**config.mk**
```make
export PLATFORM = sky130hd
export DESIGN_NAME = bm_access_gate
export DESIGN_NICKNAME = d
export VERILOG_FILES = /design/src/rtl/acc_gate_pkg.sv /design/src/rtl/acc_region_decode.sv /design/src/rtl/acc_policy.sv /design/src/rtl/acc_level_reg.sv /design/src/rtl/acc_viol_counter.sv /design/src/rtl/bm_access_gate.sv
export SDC_FILE = /design/constraint.sdc
export NUM_CORES = 1
export LEC_CHECK = 0
export ABC_AREA = 1
export BUFFER_PORTS_ARGS = -buffer_cell sky130_fd_sc_hd__buf_4
export CORE_UTILIZATION = 33
export CTS_CLUSTER_DIAMETER = 150
export DETAILED_ROUTE_END_ITERATION = 6
export PLACE_DENSITY = 0.9
export SYNTH_ARGS = -nofsm -noshare
export SYNTH_HDL_FRONTEND = slang
export SYNTH_SLANG_ARGS = --single-unit
```
**constraint.sdc**
```tcl
create_clock -name clk -period 1.4 [get_ports clk]
set_input_delay 0.14 -clock clk [delete_from_list [all_inputs] [get_ports clk]]
set_output_delay 0.14 -clock clk [all_outputs]
set_load 0.02 [all_outputs]
```
**src/rtl/acc_gate_pkg.sv**
```systemverilog
`timescale 1ns/1ps
// Shared types for the bus-master access filter.
// Assumes a two-bit master code and a two-bit protection level.
package acc_gate_pkg;

    typedef enum logic [1:0] {
        MST_IFETCH = 2'd0,
        MST_DFETCH = 2'd1,
        MST_DMA    = 2'd2,
        MST_DEBUG  = 2'd3
    } master_e;

    typedef enum logic [1:0] {
        RGN_NONE  = 2'd0,
        RGN_FLASH = 2'd1,
        RGN_RAM   = 2'd2,
        RGN_DREG  = 2'd3
    } region_e;

    localparam logic [1:0] LVL_OPEN = 2'd0;
    localparam logic [1:0] LVL_PART = 2'd1;
    localparam logic [1:0] LVL_FULL = 2'd2;

    typedef struct packed {
        region_e rgn;
        logic    xo;
    } decode_t;

endpackage

```
**src/rtl/acc_region_decode.sv**
```systemverilog
`timescale 1ns/1ps
// Maps an address onto a physical region (allow-list) and flags the
// execute-only area of flash. The low alias of flash folds onto the same
// region, so both addresses share one verdict.
// Assumes every window is naturally aligned to its power-of-two size.
module acc_region_decode
    import acc_gate_pkg::*;
#(
    parameter int unsigned    AW          = 32,
    parameter int unsigned    FLASH_LOG2  = 16,
    parameter logic [AW-1:0]  FLASH_BASE  = 32'h0800_0000,
    parameter bit             ALIAS_EN    = 1'b1,
    parameter logic [AW-1:0]  ALIAS_BASE  = 32'h0000_0000,
    parameter int unsigned    XO_LOG2     = 12,
    parameter logic [AW-1:0]  XO_OFS      = 32'h0000_8000,
    parameter int unsigned    RAM_LOG2    = 14,
    parameter logic [AW-1:0]  RAM_BASE    = 32'h2000_0000,
    parameter int unsigned    DREG_LOG2   = 8,
    parameter logic [AW-1:0]  DREG_BASE   = 32'hE000_0000
) (
    input  logic [AW-1:0] addr,
    output decode_t       dec
);

    logic flash_main_hit;
    logic flash_alias_hit;
    logic ram_hit;
    logic dreg_hit;
    logic xo_hit;

    // Window compares on the upper address bits.
    assign flash_main_hit = (addr[AW-1:FLASH_LOG2] == FLASH_BASE[AW-1:FLASH_LOG2]);
    assign ram_hit        = (addr[AW-1:RAM_LOG2]   == RAM_BASE[AW-1:RAM_LOG2]);
    assign dreg_hit       = (addr[AW-1:DREG_LOG2]  == DREG_BASE[AW-1:DREG_LOG2]);
    assign xo_hit         = (addr[FLASH_LOG2-1:XO_LOG2] == XO_OFS[FLASH_LOG2-1:XO_LOG2]);

    // The alias window exists only when the parameter selects it.
    generate
        if (ALIAS_EN) begin : g_alias
            assign flash_alias_hit = (addr[AW-1:FLASH_LOG2] == ALIAS_BASE[AW-1:FLASH_LOG2]);
        end else begin : g_no_alias
            assign flash_alias_hit = 1'b0;
        end
    endgenerate

    // Pick the region; anything not listed stays RGN_NONE.
    always_comb begin
        dec.rgn = RGN_NONE;
        dec.xo  = 1'b0;
        if (flash_main_hit || flash_alias_hit) begin
            dec.rgn = RGN_FLASH;
            dec.xo  = xo_hit;
        end else if (ram_hit) begin
            dec.rgn = RGN_RAM;
        end else if (dreg_hit) begin
            dec.rgn = RGN_DREG;
        end
    end

endmodule

```
**src/rtl/acc_policy.sv**
```systemverilog
`timescale 1ns/1ps
// Combinational permission table: master x region x level -> allow.
// Assumes levels 2 and 3 both mean full debug lockout.
module acc_policy
    import acc_gate_pkg::*;
(
    input  master_e    master,
    input  decode_t    dec,
    input  logic       is_write,
    input  logic [1:0] level,
    output logic       allow
);

    logic plain_flash;
    logic lock_full;
    logic lock_part;

    assign plain_flash = (dec.rgn == RGN_FLASH) && !dec.xo;
    assign lock_full   = (level >= LVL_FULL);
    assign lock_part   = (level == LVL_PART);

    // Per-master permission rules.
    always_comb begin
        allow = 1'b0;
        unique case (master)
            MST_IFETCH: allow = !is_write &&
                                ((dec.rgn == RGN_FLASH) || (dec.rgn == RGN_RAM));
            MST_DFETCH,
            MST_DMA:    allow = plain_flash || (dec.rgn == RGN_RAM);
            MST_DEBUG: begin
                if (lock_full)      allow = 1'b0;
                else if (lock_part) allow = (dec.rgn == RGN_RAM);
                else                allow = plain_flash || (dec.rgn == RGN_RAM) ||
                                            (dec.rgn == RGN_DREG);
            end
            default:    allow = 1'b0;
        endcase
    end

endmodule

```
**src/rtl/acc_level_reg.sv**
```systemverilog
`timescale 1ns/1ps
// Protection level register that only ever moves to a stricter value
// until reset. Assumes a larger code means stricter.
module acc_level_reg #(
    parameter logic [1:0] RST_LEVEL = 2'd0
) (
    input  logic       clk,
    input  logic       rst_n,
    input  logic       wr_en,
    input  logic [1:0] wr_val,
    output logic [1:0] level
);

    // Store only writes that raise the level.
    always_ff @(posedge clk) begin
        if (!rst_n)                        level <= RST_LEVEL;
        else if (wr_en && wr_val > level)  level <= wr_val;
    end


    lvl_mono_chk: assert property (@(posedge clk) disable iff (!rst_n)
        $past(rst_n) |-> level >= $past(level));


    lvl_lower_ignored_chk: assert property (@(posedge clk) disable iff (!rst_n)
        (wr_en && wr_val <= level) |=> $stable(level));

endmodule

```
**src/rtl/acc_viol_counter.sv**
```systemverilog
`timescale 1ns/1ps
// Saturating counter of refused requests.
// Assumes at most one violation per cycle.
module acc_viol_counter #(
    parameter int unsigned CNT_W = 8
) (
    input  logic             clk,
    input  logic             rst_n,
    input  logic             hit,
    output logic [CNT_W-1:0] count
);

    localparam logic [CNT_W-1:0] CNT_MAX = {CNT_W{1'b1}};

    // Count up on each violation, stopping at the top.
    always_ff @(posedge clk) begin
        if (!rst_n)                      count <= '0;
        else if (hit && count != CNT_MAX) count <= count + 1'b1;
    end


    cnt_sat_chk: assert property (@(posedge clk) disable iff (!rst_n)
        (hit && count == CNT_MAX) |=> count == CNT_MAX);


    cnt_step_chk: assert property (@(posedge clk) disable iff (!rst_n)
        (hit && count != CNT_MAX) |=> count == $past(count) + 1'b1);


    cnt_hold_chk: assert property (@(posedge clk) disable iff (!rst_n)
        !hit |=> $stable(count));

endmodule

```
**src/rtl/bm_access_gate.sv**
```systemverilog
`timescale 1ns/1ps
// Bus-master access filter: per-request grant/deny between bus masters
// and flash, RAM and the debug-register window. Decision is combinational
// on the request; only the level and the violation count are stored.
// Assumes the memory side honours grant and that mem_rdata is valid in
// the request cycle.
module bm_access_gate
    import acc_gate_pkg::*;
#(
    parameter int unsigned AW        = 32,
    parameter int unsigned DW        = 32,
    parameter int unsigned CNT_W     = 8,
    parameter logic [1:0]  RST_LEVEL = 2'd0
) (
    input  logic             clk,
    input  logic             rst_n,
    input  logic             req_valid,
    input  logic [1:0]       req_master,
    input  logic [AW-1:0]    req_addr,
    input  logic             req_write,
    input  logic [DW-1:0]    mem_rdata,
    input  logic             lvl_wr_en,
    input  logic [1:0]       lvl_wr_val,
    output logic             grant,
    output logic [DW-1:0]    rsp_rdata,
    output logic             viol,
    output logic [CNT_W-1:0] viol_count,
    output logic [1:0]       prot_level
);

    decode_t dec;
    logic    allow;
    master_e mst;

    assign mst = master_e'(req_master);

    acc_region_decode #(.AW(AW)) u_decode (
        .addr (req_addr),
        .dec  (dec)
    );

    acc_policy u_policy (
        .master   (mst),
        .dec      (dec),
        .is_write (req_write),
        .level    (prot_level),
        .allow    (allow)
    );

    acc_level_reg #(.RST_LEVEL(RST_LEVEL)) u_level (
        .clk    (clk),
        .rst_n  (rst_n),
        .wr_en  (lvl_wr_en),
        .wr_val (lvl_wr_val),
        .level  (prot_level)
    );

    acc_viol_counter #(.CNT_W(CNT_W)) u_count (
        .clk   (clk),
        .rst_n (rst_n),
        .hit   (viol),
        .count (viol_count)
    );

    // Response path: grant, masked data and violation flag.
    always_comb begin
        grant     = req_valid && allow;
        viol      = req_valid && !allow;
        rsp_rdata = grant ? mem_rdata : '0;
    end


    blocked_zero_chk: assert property (@(posedge clk) disable iff (!rst_n)
        (req_valid && !grant) |-> (rsp_rdata == '0 && viol));


    full_dbg_block_chk: assert property (@(posedge clk) disable iff (!rst_n)
        (req_valid && req_master == 2'd3 && prot_level >= 2'd2) |-> !grant);


    xo_only_fetch_chk: assert property (@(posedge clk) disable iff (!rst_n)
        (req_valid && dec.rgn == RGN_FLASH && dec.xo && req_master != 2'd0) |-> !grant);


    part_dreg_block_chk: assert property (@(posedge clk) disable iff (!rst_n)
        (req_valid && req_master == 2'd3 && prot_level != 2'd0 &&
         dec.rgn != RGN_RAM) |-> !grant);

endmodule

```
# After elaboration in Yosys (flattened, before gate mapping)
# Index checks and enable logic that the tools add are counted.
[totals]
regBits = 10
latch_bits = 0
ram_bits = 0
mem_bits_ro = 0
in_bits = 73
output_inout_bits = 44
elab_cells = 41
mem_count = 0
[op_classes]
add_sub_neg = 1
mul = 0
div = 0
order_cmp = 2
n_eq_ne = 12
shifts = 0
mux = 8
n_bitwise = 0
n_reduce_logical = 16
[op_table]
columns = ["operator", "n"]
rows = [
  ["32-bit two-way mux", 1],
  ["24-bit equality test, second input constant", 1],
  ["18-bit by 16-bit equality test with 1-bit output, second input constant", 1],
  ["16-bit by 12-bit equality test with 1-bit output, second input constant", 1],
  ["16-bit zero test", 1],
  ["8-bit by 1-bit adder with 8-bit output, second input constant", 1],
  ["2-bit equality test, second input constant", 4],
  ["8-bit != test, second input constant", 1],
  ["2-bit by 1-bit equality test with 1-bit output, second input constant", 3],
  ["1-bit logical AND", 6],
  ["2-bit two-way mux", 3],
  ["4-bit equality test, second input constant", 1],
  ["1-bit logical OR", 4],
  ["1-bit zero test", 3],
  ["1-bit two-way mux", 3],
  ["1-bit case mux with 3 select lines", 1],
  ["2-bit greater-or-equal comparator, second input constant", 1],
  ["2-bit > comparator", 1],
  ["2-bit zero test", 1],
  ["2-bit OR reduction", 1],
]

# Longest topological paths before layout
# Gate-level depths: netlist of the first run.
[logic_depth]
ltp_word = 14
depth_mapped = 13
ltp_nobuf = 13

# Cells and area by module
# Synthesis of the first run repeated with hierarchy kept, for this count alone.
[hier_totals]
hier_cells = 234
area_unflattened_um2 = 1328.8
[modules_own_cells]
columns = ["mod", "instances", "cells_each", "area_per_inst_um2", "seq_area_each_um2"]
rows = [
  ["acc_viol_counter", 1, 76, 496.7, 160.2],
  ["bm_access_gate", 1, 71, 364.1, 0.0],
  ["acc_region_decode", 1, 40, 177.7, 0.0],
  ["acc_policy", 1, 26, 151.4, 0.0],
  ["acc_level_reg", 1, 21, 138.9, 40.0],
]

# Least setup slack after synthesis of the first run
# OpenSTA, ideal clock, no wires.
[synth_path]
path_type = "reg-to-output"
from = "register u_level.level[1]"
to = "output rsp_rdata[22]"
arrival_ns = 1.538
required_time_ns = 1.260
path_slack_ns = -0.278
stages_incl_launch_ff = 9
path_buffers = 1
path_cell_list = "dfxtp_1 nor2_2 nand2_1 nor2_1 nand3b_1 a21oi_4 nand3_4 buf_6 nor2_1"
[synth_between]
elab_chain_cells = 6
elab_cells_between_ends = 7
[synth_lines]
columns = ["item", "line_no", "rtl"]
rows = [
  ["start, declared", "acc_level_reg.sv:11", "output logic [1:0] level"],
  ["start signal, assigned", "acc_level_reg.sv:17", "else if (wr_en && wr_val > level) level <= wr_val;"],
  ["2-bit by 1-bit equality test with 1-bit output", "acc_policy.sv:20", "assign lock_part = (level == LVL_PART);"],
  ["1-bit two-way mux", "acc_policy.sv:32", "else if (lock_part) allow = (dec.rgn == RGN_RAM);"],
  ["1-bit two-way mux *", "acc_policy.sv:31", "if (lock_full) allow = 1'b0;"],
  ["1-bit case mux with 3 select lines *", "acc_policy.sv:25", "unique case (master)"],
  ["1-bit logical AND *", "bm_access_gate.sv:67", "grant = req_valid && allow;"],
  ["32-bit two-way mux *", "bm_access_gate.sv:69", "rsp_rdata = grant ? mem_rdata : '0;"],
  ["end, declared", "bm_access_gate.sv:25", "output logic [DW-1:0] rsp_rdata,"],
]
# Mark *: on every way between the ends. The rest lies on a longest branch, timed or not.

# Worst setup path in the final report of the first run
[layout_path]
from = "register u_level.level[1]"
to = "output rsp_rdata[13]"
# The elaborated chain is that of the path after synthesis.

==> results.tsv, run 1 <==
stage	metric	value	unit
cells_and_area	antenna cells	0	
setup_path	Reg-to-Reg Start	u_level.level[1]$_SDFFE_PN0P_	
setup_path	Arr. time, crit path	1.80	ns
placement	DP HPWL	3.19	mm
sta	final-report setup violation count	42	
cts	clock latency on the worst-skew pair	0.28	ns
worst_hold_path	Min-Delay Path Class	in2reg	
setup_path	Critical path buffers and inverters	2	
route	Detailed Route WL	4.83	mm
route	DRT iter0 DRCs	37	
setup_path	Critical Path Source Type	flop	
global_routing	largest net degree at the start of global routing	12	
route	Routed wire per std cell	12.7	um
setup_path	CP max stage delay	0.35	ns
worst_hold_path	Hold Path Stages	3	
sta	Tightest Pin Transition	0.257	ns
setup_path	slowest stage cell, crit path	dfxtp_4	
cts	clk slew on worst S/H paths	0.07	ns
cells_and_area	Register Area	210	sq um
placement	dpl cells	371	
run_status	violated checks	setup timing	
sta	min cycle time layout	1.94	ns
sta	Final Worst Setup Slack	-0.539	ns
floorplanning	Initial Utilization	0.348	
setup_path	reg-to-reg endpoint	u_count.count[1]$_SDFFE_PN0P_	
cells_and_area	layout cells sized above 1	0.554	
synth	Post-synth EDFFs	0	
synth	Post-Synthesis Cells	206	
synth	sequential area share after synthesis	0.171	
placement	routability cong.	0.863	
sta	final-report max-slew violation count	0	
synth	syn_area_per_cell	5.69	sq um
floorplanning	die width	61.6	um
cts	Sinks on Clock Net	10	
synth	Mapped Nets	284	
cells_and_area	fin area	2660	sq um
sta	Max-slew headroom	0.829	
synth	ys flop type	dfxtp_1	
sta	Final Cycle Share	1.39	
synth	most frequent cell after synthesis	inv_1	
floorplanning	die area	3790	sq um
floorplanning	Vert. Die Dim	61.6	um
synth	flops & latches, synth	10	
sta	WHS	0.122	ns
pwr	Total Power	1.00	mW
floorplanning	core area	3360	sq um
cells_and_area	multi-input logic area	998	sq um
global_routing	antenna violations before repair	0	
setup_path	Crit Path Category	reg2out	
cts	Clock Path Buffers	2	
pwr	Sw Share	0.328	
cells_and_area	Post-Route Utilization	0.791	
placement	placed inst area	2320	sq um
global_routing	first-pass GRT wire length	6.13	mm
placement	Post-Place Worst Slack	-0.343	ns
worst_hold_path	hold path start	rst_n	
sta	clk_skew	0.00283	ns
sta	Final Hold Viols	0	
pwr	clock share of power	0.274	
placement	buffers added on ports	108	
route	vias per inst	4.58	
global_routing	vias in the first global route	1491	
run_status	status	finished with violations	
setup_path	crit end category	primary output	
pwr	net load switching power	0.329	mW
setup_path	crit-path most repeated cell	nor2_4	
synth	synthesized area	1170	sq um
cells_and_area	Finished Layout Cells	380	
cells_and_area	Area Overhead vs Synth	127	%
route	drt pass-1 iters	4	
synth	Post-synth top cells	inv_1 (56), nor2_1 (48), nand2_1 (33)	
cells_and_area	nets	413	
synth	post-synth cell types	21	
setup_path	R2R Setup Slk	-0.16	ns
setup_path	critical path depth	9	
pwr	combinational share of power	0.414	
synth	Synth area leaders	inv_1 (18%), dfxtp_1 (17%), nor2_1 (15%), nand2_1 (11%), nor2_2 (6.9%)	
floorplanning	Rows	21	
setup_path	Worst R2R Path Depth	12	
synth	Synth top area share	0.179	
sta	Final TNS setup	-18.31	ns
route	residual DRC count	0	
worst_hold_path	Min-Delay Endpoint	u_count.count[1]$_SDFFE_PN0P_	
floorplanning	# IOs	117	
pwr	pwr dens	378	nW/um^2
sta	unrepaired setup endpoints after global routing	yes	
route	post-route ant nets	0	
sta	Highest Clock Rate	516	MHz
pwr	Seq pwr share	0.313	
global_routing	grt total ovfl	0	
setup_path	CP cell instances	nor2_4 -> nand2_1 -> nor2_1 -> nand3b_1 -> a21oi_4 -> nand3_4 -> buf_16 -> nor2_4 -> buf_6	
synth	Yosys warning count	0	
cts	CTS tree	yes	
cells_and_area	Layout fillers	220	
cts	CTS Buf Count	3	
setup_path	CP Data Required Time	1.26	ns
pwr	P_leak	1.37	nW
cts	CTS H-tree lvls	1	
pwr	Peak supply drop	344	uV
pwr	Internal	0.675	mW
cts	CTS root buf	clkbuf_4	
setup_path	CP max FO	11	
synth	ys async rst share	0	
route	Via Count	1740	
job	Max-cap violations	0	
global_routing	All-Layer GR Usage	0.216	
setup_path	cell family with most CP delay	simple AND/OR/NAND/NOR gates	
synth	Yosys top cell by area	inv_1	
## sequential cells by signal, indices dropped and copies added, names as in the netlist
signal and cells:
u_count.count 8, u_level.level 2
## metal layers
metal / vias up / track usage / wire length [um]
met5: - / 0 / 0
met4: 0 / 0.0825 / 123
met3: 10 / 0.0336 / 354
met2: 71 / 0.425 / 2670
met1: 793 / 0.226 / 1680
li1: 866 / - / -
## cell type report
cell class | count | area share
multi-input cells | 137 | 0.375
well taps | 46 | 0.0216
flip-flops and latches | 10 | 0.0790
clock buffers | 4 | 0.0136
inverters | 56 | 0.0790
repair buffers | 127 | 0.431
## power by group through the flow
stage               logic [mW]  registers, mW  clock network, mW
detailed placement       0.378          0.317                  0
global route             0.460          0.316              0.292
CTS                      0.384          0.312              0.282
global placement         0.368          0.316                  0
floorplan                0.145          0.338                  0
finish                   0.416          0.314              0.275
## worst reg2reg max path: cells and delay by family, from the launching register on
family                 cells  cell delay, ns
flip-flops                 1            0.35
AO/OA/AOI/OAI              1            0.20
buffers and inverters      2            0.24
AND/OR/NAND/NOR            9            0.66
## repair_timing
item,in CTS,in global routing
resized for setup,29,29
hold buffers,0,0
hold endpoints to repair,0,0
buffers inserted,1,1
gates cloned,2,1
setup endpoints to repair,42,44
pin swaps,2,5
## cells in the final DEF (no fill, tap or decap), types with 2 or more instances in the layout
cell | netlist | routed
a21oi_1 | 8 | 6
a21oi_2 | 0 | 2
buf_12 | 0 | 2
buf_4 | 0 | 88
buf_6 | 4 | 35
clkbuf_4 | 0 | 3
dfxtp_1 | 10 | 6
dfxtp_2 | 0 | 2
dfxtp_4 | 0 | 2
ha_1 | 5 | 3
inv_1 | 56 | 54
inv_2 | 0 | 2
nand2_1 | 33 | 33
nand3_1 | 3 | 3
nand3_4 | 2 | 3
nand3b_1 | 2 | 2
nand4_1 | 9 | 9
nor2_1 | 48 | 24
nor2_2 | 13 | 3
nor2_4 | 0 | 34
xnor2_1 | 2 | 2
xor2_1 | 3 | 3
## worst max path at each step
| stage | endpoint | slack (ns) | startpoint |
|---|---|---|---|
| floorplan | rsp_rdata[10] | -0.15 | u_level.level[0]$_SDFFE_PN0P_ |
| detailed placement | rsp_rdata[26] | -0.34 | req_master[0] |
| global placement | rsp_rdata[26] | -0.29 | req_master[0] |
| global route | rsp_rdata[13] | -0.63 | u_level.level[0]$_SDFFE_PN0P_ |
| CTS | rsp_rdata[1] | -0.50 | u_level.level[0]$_SDFFE_PN0P_ |
| finish | rsp_rdata[13] | -0.54 | u_level.level[1]$_SDFFE_PN0P_ |
## cell families (layout without fill, tap and decap cells)
family / after synthesis / after routing / synth area share
fa+ha+maj: 5 / 5 / 0.0534
xor+xnor: 5 / 5 / 0.0374
buf+inv: 60 / 187 / 0.218
compound gates: 12 / 12 / 0.0630
flops: 10 / 10 / 0.171
simple gates: 114 / 115 / 0.457
(Power assumes the default switching activity.)
==> inputs of run 2 (changes only) <==
--- a/config.mk
+++ b/config.mk
@@ -7,10 +7,10 @@
 export LEC_CHECK = 0
 export ABC_AREA = 1
 export BUFFER_PORTS_ARGS = -buffer_cell sky130_fd_sc_hd__buf_4
-export CORE_UTILIZATION = 33
+export CORE_UTILIZATION = 36
 export CTS_CLUSTER_DIAMETER = 150
 export DETAILED_ROUTE_END_ITERATION = 6
-export PLACE_DENSITY = 0.9
+export PLACE_DENSITY = 0.93
 export SYNTH_ARGS = -nofsm -noshare
 export SYNTH_HDL_FRONTEND = slang
 export SYNTH_SLANG_ARGS = --single-unit
==> constraint.sdc (replaced) <==
create_clock -name clk -period 1.8 [get_ports clk]
set_input_delay 0.18 -clock clk [delete_from_list [all_inputs] [get_ports clk]]
set_output_delay 0.18 -clock clk [all_outputs]
set_load 0.02 [all_outputs]
==> results.tsv, run 2 (synthesis gave the netlist of run 1 again) <==
stage	metric	value	unit	change
cells_and_area	Register Area	203	sq um	was 210 sq um
cells_and_area	antenna cells	0		unchanged
worst_hold_path	Hold Path Stages	3		unchanged
pwr	Sw Share	0.309		was 0.328
route	vias per inst	4.52		was 4.58
placement	routability cong.	0.880		was 0.863
cells_and_area	Finished Layout Cells	367		was 380
pwr	pwr dens	307	nW/um^2	was 378 nW/um^2
cells_and_area	most frequent cells in the layout	buf_4 (90), inv_1 (56), nand2_1 (32)		was buf_4 (88), inv_1 (54), buf_6 (35)
setup_path	Critical Path Source Type	flop		unchanged
floorplanning	Vert. Die Dim	59.0	um	was 61.6 um
floorplanning	Initial Utilization	0.380		was 0.348
pwr	net load switching power	0.226	mW	was 0.329 mW
cts	clock latency on the worst-skew pair	0.27	ns	was 0.28 ns
setup_path	Crit Path Category	reg2out		unchanged
pwr	P_leak	1.30	nW	was 1.37 nW
placement	dpl cells	356		was 371
cells_and_area	fin area	2380	sq um	was 2660 sq um
cts	CTS tree	yes		unchanged
floorplanning	die width	59.0	um	was 61.6 um
sta	final-report max-slew violation count	0		unchanged
sta	Final Worst Setup Slack	-0.163	ns	was -0.539 ns
pwr	clock share of power	0.283		was 0.274
placement	placed inst area	2020	sq um	was 2320 sq um
cells_and_area	Post-Route Utilization	0.775		was 0.791
floorplanning	# IOs	117		unchanged
floorplanning	core area	3080	sq um	was 3360 sq um
cts	Sinks on Clock Net	10		unchanged
run_status	status	finished with violations		unchanged
cells_and_area	biggest regs	u_count.count x8, u_level.level x2		unchanged
floorplanning	Rows	20		was 21
pwr	Internal	0.506	mW	was 0.675 mW
pwr	Seq pwr share	0.332		was 0.313
cts	CTS root buf	clkbuf_4		unchanged
cells_and_area	Layout fillers	226		was 220
sta	min cycle time layout	1.96	ns	
cells_and_area	max reg flops	8		unchanged
global_routing	vias in the first global route	1422		was 1491
global_routing	grt total ovfl	0		unchanged
placement	buffers added on ports	108		unchanged
cells_and_area	nets	402		was 413
placement	DP HPWL	2.88	mm	was 3.19 mm
cells_and_area	layout cells sized above 1	0.511		was 0.554
placement	Post-Place Worst Slack	-0.0127	ns	was -0.343 ns
global_routing	antenna violations before repair	0		unchanged
pwr	Total Power	0.732	mW	was 1.00 mW
route	Via Count	1659		was 1740
global_routing	largest net degree at the start of global routing	18		was 12
route	Routed wire per std cell	12.0	um	was 12.7 um
setup_path	crit end category	primary output		unchanged
sta	clk_skew	0.00905	ns	was 0.00283 ns
cells_and_area	leading cell type in the layout, fill and taps excluded	buf_4		unchanged
setup_path	CP Data Required Time	1.62	ns	was 1.26 ns
sta	Highest Clock Rate	509	MHz	
pwr	combinational share of power	0.385		was 0.414
sta	unrepaired setup endpoints after global routing	yes		unchanged
route	post-route ant nets	0		unchanged
global_routing	first-pass GRT wire length	5.58	mm	was 6.13 mm
pwr	Peak supply drop	382	uV	was 344 uV
route	Detailed Route WL	4.39	mm	was 4.83 mm
cts	post-cts hold buffer count	0		unchanged
sta	Final Hold Viols	0		unchanged
sta	Final Cycle Share	1.09		
cts	CTS Buf Count	3		unchanged
global_routing	All-Layer GR Usage	0.205		was 0.216
cells_and_area	multi-input logic area	862	sq um	was 998 sq um
sta	Tightest Pin Transition	0.244	ns	was 0.257 ns
route	residual DRC count	0		unchanged
worst_hold_path	Min-Delay Path Class	in2reg		unchanged
setup_path	Arr. time, crit path	1.78	ns	was 1.80 ns
route	drt pass-1 iters	4		unchanged
setup_path	Worst R2R Path Depth	13		was 12
job	Max-cap violations	0		unchanged
cts	CTS H-tree lvls	1		unchanged
route	DRT iter0 DRCs	55		was 37
run_status	violated checks	setup timing		unchanged
setup_path	CP max FO	16		was 11
cts	clk slew on worst S/H paths	0.07	ns	about the same
cells_and_area	register with the most flip-flops	u_count.count		unchanged
sta	Max-slew headroom	0.836		was 0.829
cts	Clock Path Buffers	2		unchanged
sta	final-report setup violation count	34		was 42
cells_and_area	Area Overhead vs Synth	104	%	was 127%
floorplanning	die area	3490	sq um	was 3790 sq um
==> run 2: cell count changes in the layout (fill, tap and decap cells not counted), moves of 6 or more <==
cell / before / now
nor2_4: 34 / 16
nor2_2: 3 / 15
nor2_1: 24 / 30
buf_6: 35 / 24
==> run 2: repair_timing <==
action                                  CTS  global route
cloned                                    1             1
pin swaps                                 4             2
setup buffers                             3             2
endpoints found under the setup margin   34            34
gates resized for setup                  18            50
==> run 2: final cells by class <==
type,count,share of cell area
multi-input combinational,136,0.361
clock buffer,4,0.0152
tap,44,0.0231
timing repair buffer,117,0.427
inverter,56,0.0881
sequential,10,0.0850
==> run 2: metrics by stage <==
step | hold slack, ns | setup TNS (ns)
final | 0.164 | -3.44
after global routing | 0.159 | -6.77
after CTS | 0.158 | -4.94
after detailed placement | 0.445 | -0.0127
after global placement | 0.426 | 0
after floorplan | 0.300 | 0
==> run 2: power by group through the flow <==
stage / combinational (mW) / clock [mW] / sequential [mW]
after floorplan: 0.0958 / 0 / 0.260
after global placement: 0.243 / 0 / 0.249
after detailed placement: 0.250 / 0 / 0.249
after CTS: 0.266 / 0.214 / 0.242
after global routing: 0.313 / 0.223 / 0.244
final: 0.282 / 0.207 / 0.243
==> run 2: per-layer routing <==
layer  track usage  up-vias  part of all wire
met2         0.419       74              0.54
met1         0.201      732              0.36
met3        0.0306       13             0.072
li1              -      840                 -
met5             0        -                 0
met4        0.0816        0             0.030
==> run 2: final timing paths <==
kind | to | start | slack, ns
worst max register to register | u_count.count[7]$_SDFFE_PN0P_ | u_level.level[0]$_SDFFE_PN0P_ | 0.06
worst max-delay path | rsp_rdata[19] | u_level.level[0]$_SDFFE_PN0P_ | -0.16
worst min-delay path | u_count.count[0]$_SDFFE_PN0P_ | rst_n | 0.16
worst min register to register | u_count.count[7]$_SDFFE_PN0P_ | u_count.count[7]$_SDFFE_PN0P_ | 0.51
==> run 2: critical path: stages, from the launching register on <==
cell	delay, ns
dfxtp_2	0.32
nor2_1	0.10
nand2_1	0.07
nor2_2	0.11
nand3b_1	0.12
a21oi_4	0.18
nand3_4	0.14
buf_16	0.19
nor2_1	0.12
buf_4	0.16
==> inputs of run 3 (changes only) <==
--- a/config.mk
+++ b/config.mk
@@ -11,6 +11,7 @@
 export CTS_CLUSTER_DIAMETER = 150
 export DETAILED_ROUTE_END_ITERATION = 6
 export PLACE_DENSITY = 0.93
+export SKIP_LAST_GASP = 1
 export SYNTH_ARGS = -nofsm -noshare
 export SYNTH_HDL_FRONTEND = slang
 export SYNTH_SLANG_ARGS = --single-unit
==> results.tsv, run 3 (synthesis gave the netlist of run 1 again) <==
stage	metric	value	unit	change
setup_path	Critical Path Source Type	flop		unchanged
setup_path	crit end category	primary output		unchanged
sta	final-report setup violation count	34		unchanged
setup_path	slowest stage cell, crit path	dfxtp_2		unchanged
sta	final-report max-slew violation count	0		unchanged
worst_hold_path	Min-Delay Path Class	in2reg		unchanged
floorplanning	# IOs	117		unchanged
cts	CTS root buf	clkbuf_4		unchanged
setup_path	CP Data Required Time	1.62	ns	about the same
cells_and_area	fin area	2150	sq um	was 2380 sq um
sta	Highest Clock Rate	530	MHz	was 509 MHz
cells_and_area	leading cell type in the layout, fill and taps excluded	buf_4		unchanged
cells_and_area	layout cells sized above 1	0.449		was 0.511
cts	Clock Path Buffers	2		unchanged
placement	buffers added on ports	108		unchanged
pwr	Internal	0.506	mW	about the same
cells_and_area	antenna cells	0		unchanged
global_routing	largest net degree at the start of global routing	18		unchanged
cts	Sinks on Clock Net	10		unchanged
placement	routability cong.	0.880		unchanged
cts	clock latency on the worst-skew pair	0.28	ns	was 0.27 ns
cells_and_area	register with the most flip-flops	u_count.count		unchanged
setup_path	CP max stage delay	0.32	ns	about the same
setup_path	Critical path buffers and inverters	2		unchanged
global_routing	first-pass GRT wire length	5.53	mm	was 5.58 mm
run_status	status	finished with violations		unchanged
cells_and_area	nets	400		was 402
setup_path	CP cell instances	nor2_1 -> nand2_1 -> nor2_2 -> nand3b_1 -> a21oi_4 -> nand3_4 -> buf_16 -> nor2_2 -> buf_4		was nor2_1 -> nand2_1 -> nor2_2 -> nand3b_1 -> a21oi_4 -> nand3_4 -> buf_16 -> nor2_1 -> buf_4
sta	Final Hold Viols	0		unchanged
job	Max-cap violations	0		unchanged
global_routing	grt total ovfl	0		unchanged
setup_path	CP max FO	16		unchanged
sta	unrepaired setup endpoints after global routing	yes		unchanged
route	vias per inst	4.41		was 4.52
floorplanning	Rows	20		unchanged
floorplanning	Vert. Die Dim	59.0	um	unchanged
pwr	pwr dens	334	nW/um^2	was 307 nW/um^2
pwr	P_leak	1.27	nW	was 1.30 nW
cells_and_area	biggest regs	u_count.count x8, u_level.level x2		unchanged
sta	clk_skew	0.00904	ns	was 0.00905 ns
setup_path	cell family with most CP delay	simple AND/OR/NAND/NOR gates		unchanged
sta	Final Worst Setup Slack	-0.0859	ns	was -0.163 ns
cells_and_area	most frequent cells in the layout	buf_4 (109), inv_1 (56), nor2_1 (45)		was buf_4 (90), inv_1 (56), nand2_1 (32)
route	post-route ant nets	0		unchanged
cells_and_area	Area Overhead vs Synth	84.0	%	was 104%
sta	WHS	0.162	ns	was 0.164 ns
global_routing	All-Layer GR Usage	0.202		was 0.205
sta	Max-slew headroom	0.831		was 0.836
floorplanning	die width	59.0	um	unchanged
pwr	net load switching power	0.213	mW	was 0.226 mW
route	Detailed Route WL	3.64	mm	was 4.39 mm
route	drt pass-1 iters	4		unchanged
floorplanning	die area	3490	sq um	unchanged
route	residual DRC count	0		unchanged
pwr	Peak supply drop	381	uV	was 382 uV
pwr	combinational share of power	0.372		was 0.385
pwr	Sw Share	0.297		was 0.309
floorplanning	Initial Utilization	0.380		unchanged
global_routing	antenna violations before repair	0		unchanged
route	Routed wire per std cell	9.98	um	was 12.0 um
cells_and_area	max reg flops	8		unchanged
route	DRT iter0 DRCs	41		was 55
setup_path	crit-path most repeated cell	nor2_2		was nor2_1
cts	CTS H-tree lvls	1		unchanged
setup_path	Crit Path Category	reg2out		unchanged
sta	Final Cycle Share	1.05		was 1.09
global_routing	vias in the first global route	1441		was 1422
placement	Post-Place Worst Slack	-0.0127	ns	unchanged
sta	Tightest Pin Transition	0.251	ns	was 0.244 ns
floorplanning	core area	3080	sq um	unchanged
sta	Final TNS setup	-2.29	ns	was -3.44 ns
pwr	clock share of power	0.290		was 0.283
cts	CTS tree	yes		unchanged
cts	post-cts hold buffer count	0		unchanged
route	Via Count	1608		was 1659
sta	min cycle time layout	1.89	ns	was 1.96 ns
run_status	violated checks	setup timing		unchanged
pwr	Seq pwr share	0.338		was 0.332
pwr	Total Power	0.719	mW	was 0.732 mW
setup_path	Arr. time, crit path	1.71	ns	was 1.78 ns
placement	placed inst area	2020	sq um	unchanged
cts	clk slew on worst S/H paths	0.07	ns	about the same
placement	DP HPWL	2.88	mm	unchanged
cts	CTS Buf Count	3		unchanged
## run 3: changes by cell type in the layout (fill, tap and decap cells not counted)
cell,previous run,this run
nor2_1,30,45
a21oi_1,4,8
buf_6,24,4
nor2_2,15,14
buf_4,90,109
clkbuf_16,1,0
a21oi_2,4,0
nor2_4,16,2
## run 3: final cells by class
cell class,instances,area [sq um]
Fill cell,289,923
Timing Repair Buffer,115,911
Multi-Input combinational cell,136,739
Inverter,56,210
Sequential cell,10,203
Tap cell,44,55.1
Clock buffer,4,36.3
## run 3: final timing paths
check	startpoint	slack [ns]	end	cells past startpoint
worst min register to register	u_count.count[7]$_SDFFE_PN0P_	0.51	u_count.count[7]$_SDFFE_PN0P_	2
worst max-delay path	u_level.level[0]$_SDFFE_PN0P_	-0.09	rsp_rdata[10]	9
worst min-delay path	rst_n	0.16	u_count.count[0]$_SDFFE_PN0P_	3
worst max register to register	u_level.level[0]$_SDFFE_PN0P_	0.13	u_count.count[7]$_SDFFE_PN0P_	12
## run 3: worst register-to-register path, stage by stage (launching register included)
cell and delay [ns]:
dfxtp_2 0.32, nor2_1 0.10, nand2_1 0.07, nor2_2 0.11, nand3b_1 0.12, a21oi_4 0.18
buf_4 0.13, buf_6 0.08, buf_6 0.09, nand2_4 0.08, nand3_4 0.12, nand2_1 0.07
a21oi_1 0.13
## run 3: power by group through the flow
stage          Sequential [mW]  Clock, mW  Combinational (mW)
6_report                 0.243      0.209               0.267
5_1_grt                  0.244      0.223               0.300
4_1_cts                  0.242      0.214               0.264
3_5_place_dp             0.249          0               0.250
3_3_place_gp             0.249          0               0.243
2_1_floorplan            0.260          0              0.0958
## run 3: what timing repair did
action,in CTS,in global routing
setup buffers,3,2
endpoints found under the setup margin,34,34
cloned,1,0
gates resized for setup,7,9
pin swaps,4,2
## run 3: metrics by stage
step | util | instances
floorplan | - | 206
detailed placement | 0.656 | 356
CTS | 0.690 | 364
global placement | 0.656 | 356
finish | 0.700 | 365
global route | 0.700 | 365
## run 3: metal layers
| layer | global-route usage | routed length [um] |
|---|---|---|
| met3 | 0.0306 | 291 |
| met2 | 0.419 | 1960 |
| met5 | 0 | 0 |
| met1 | 0.193 | 1340 |
| met4 | 0.0816 | 57 |
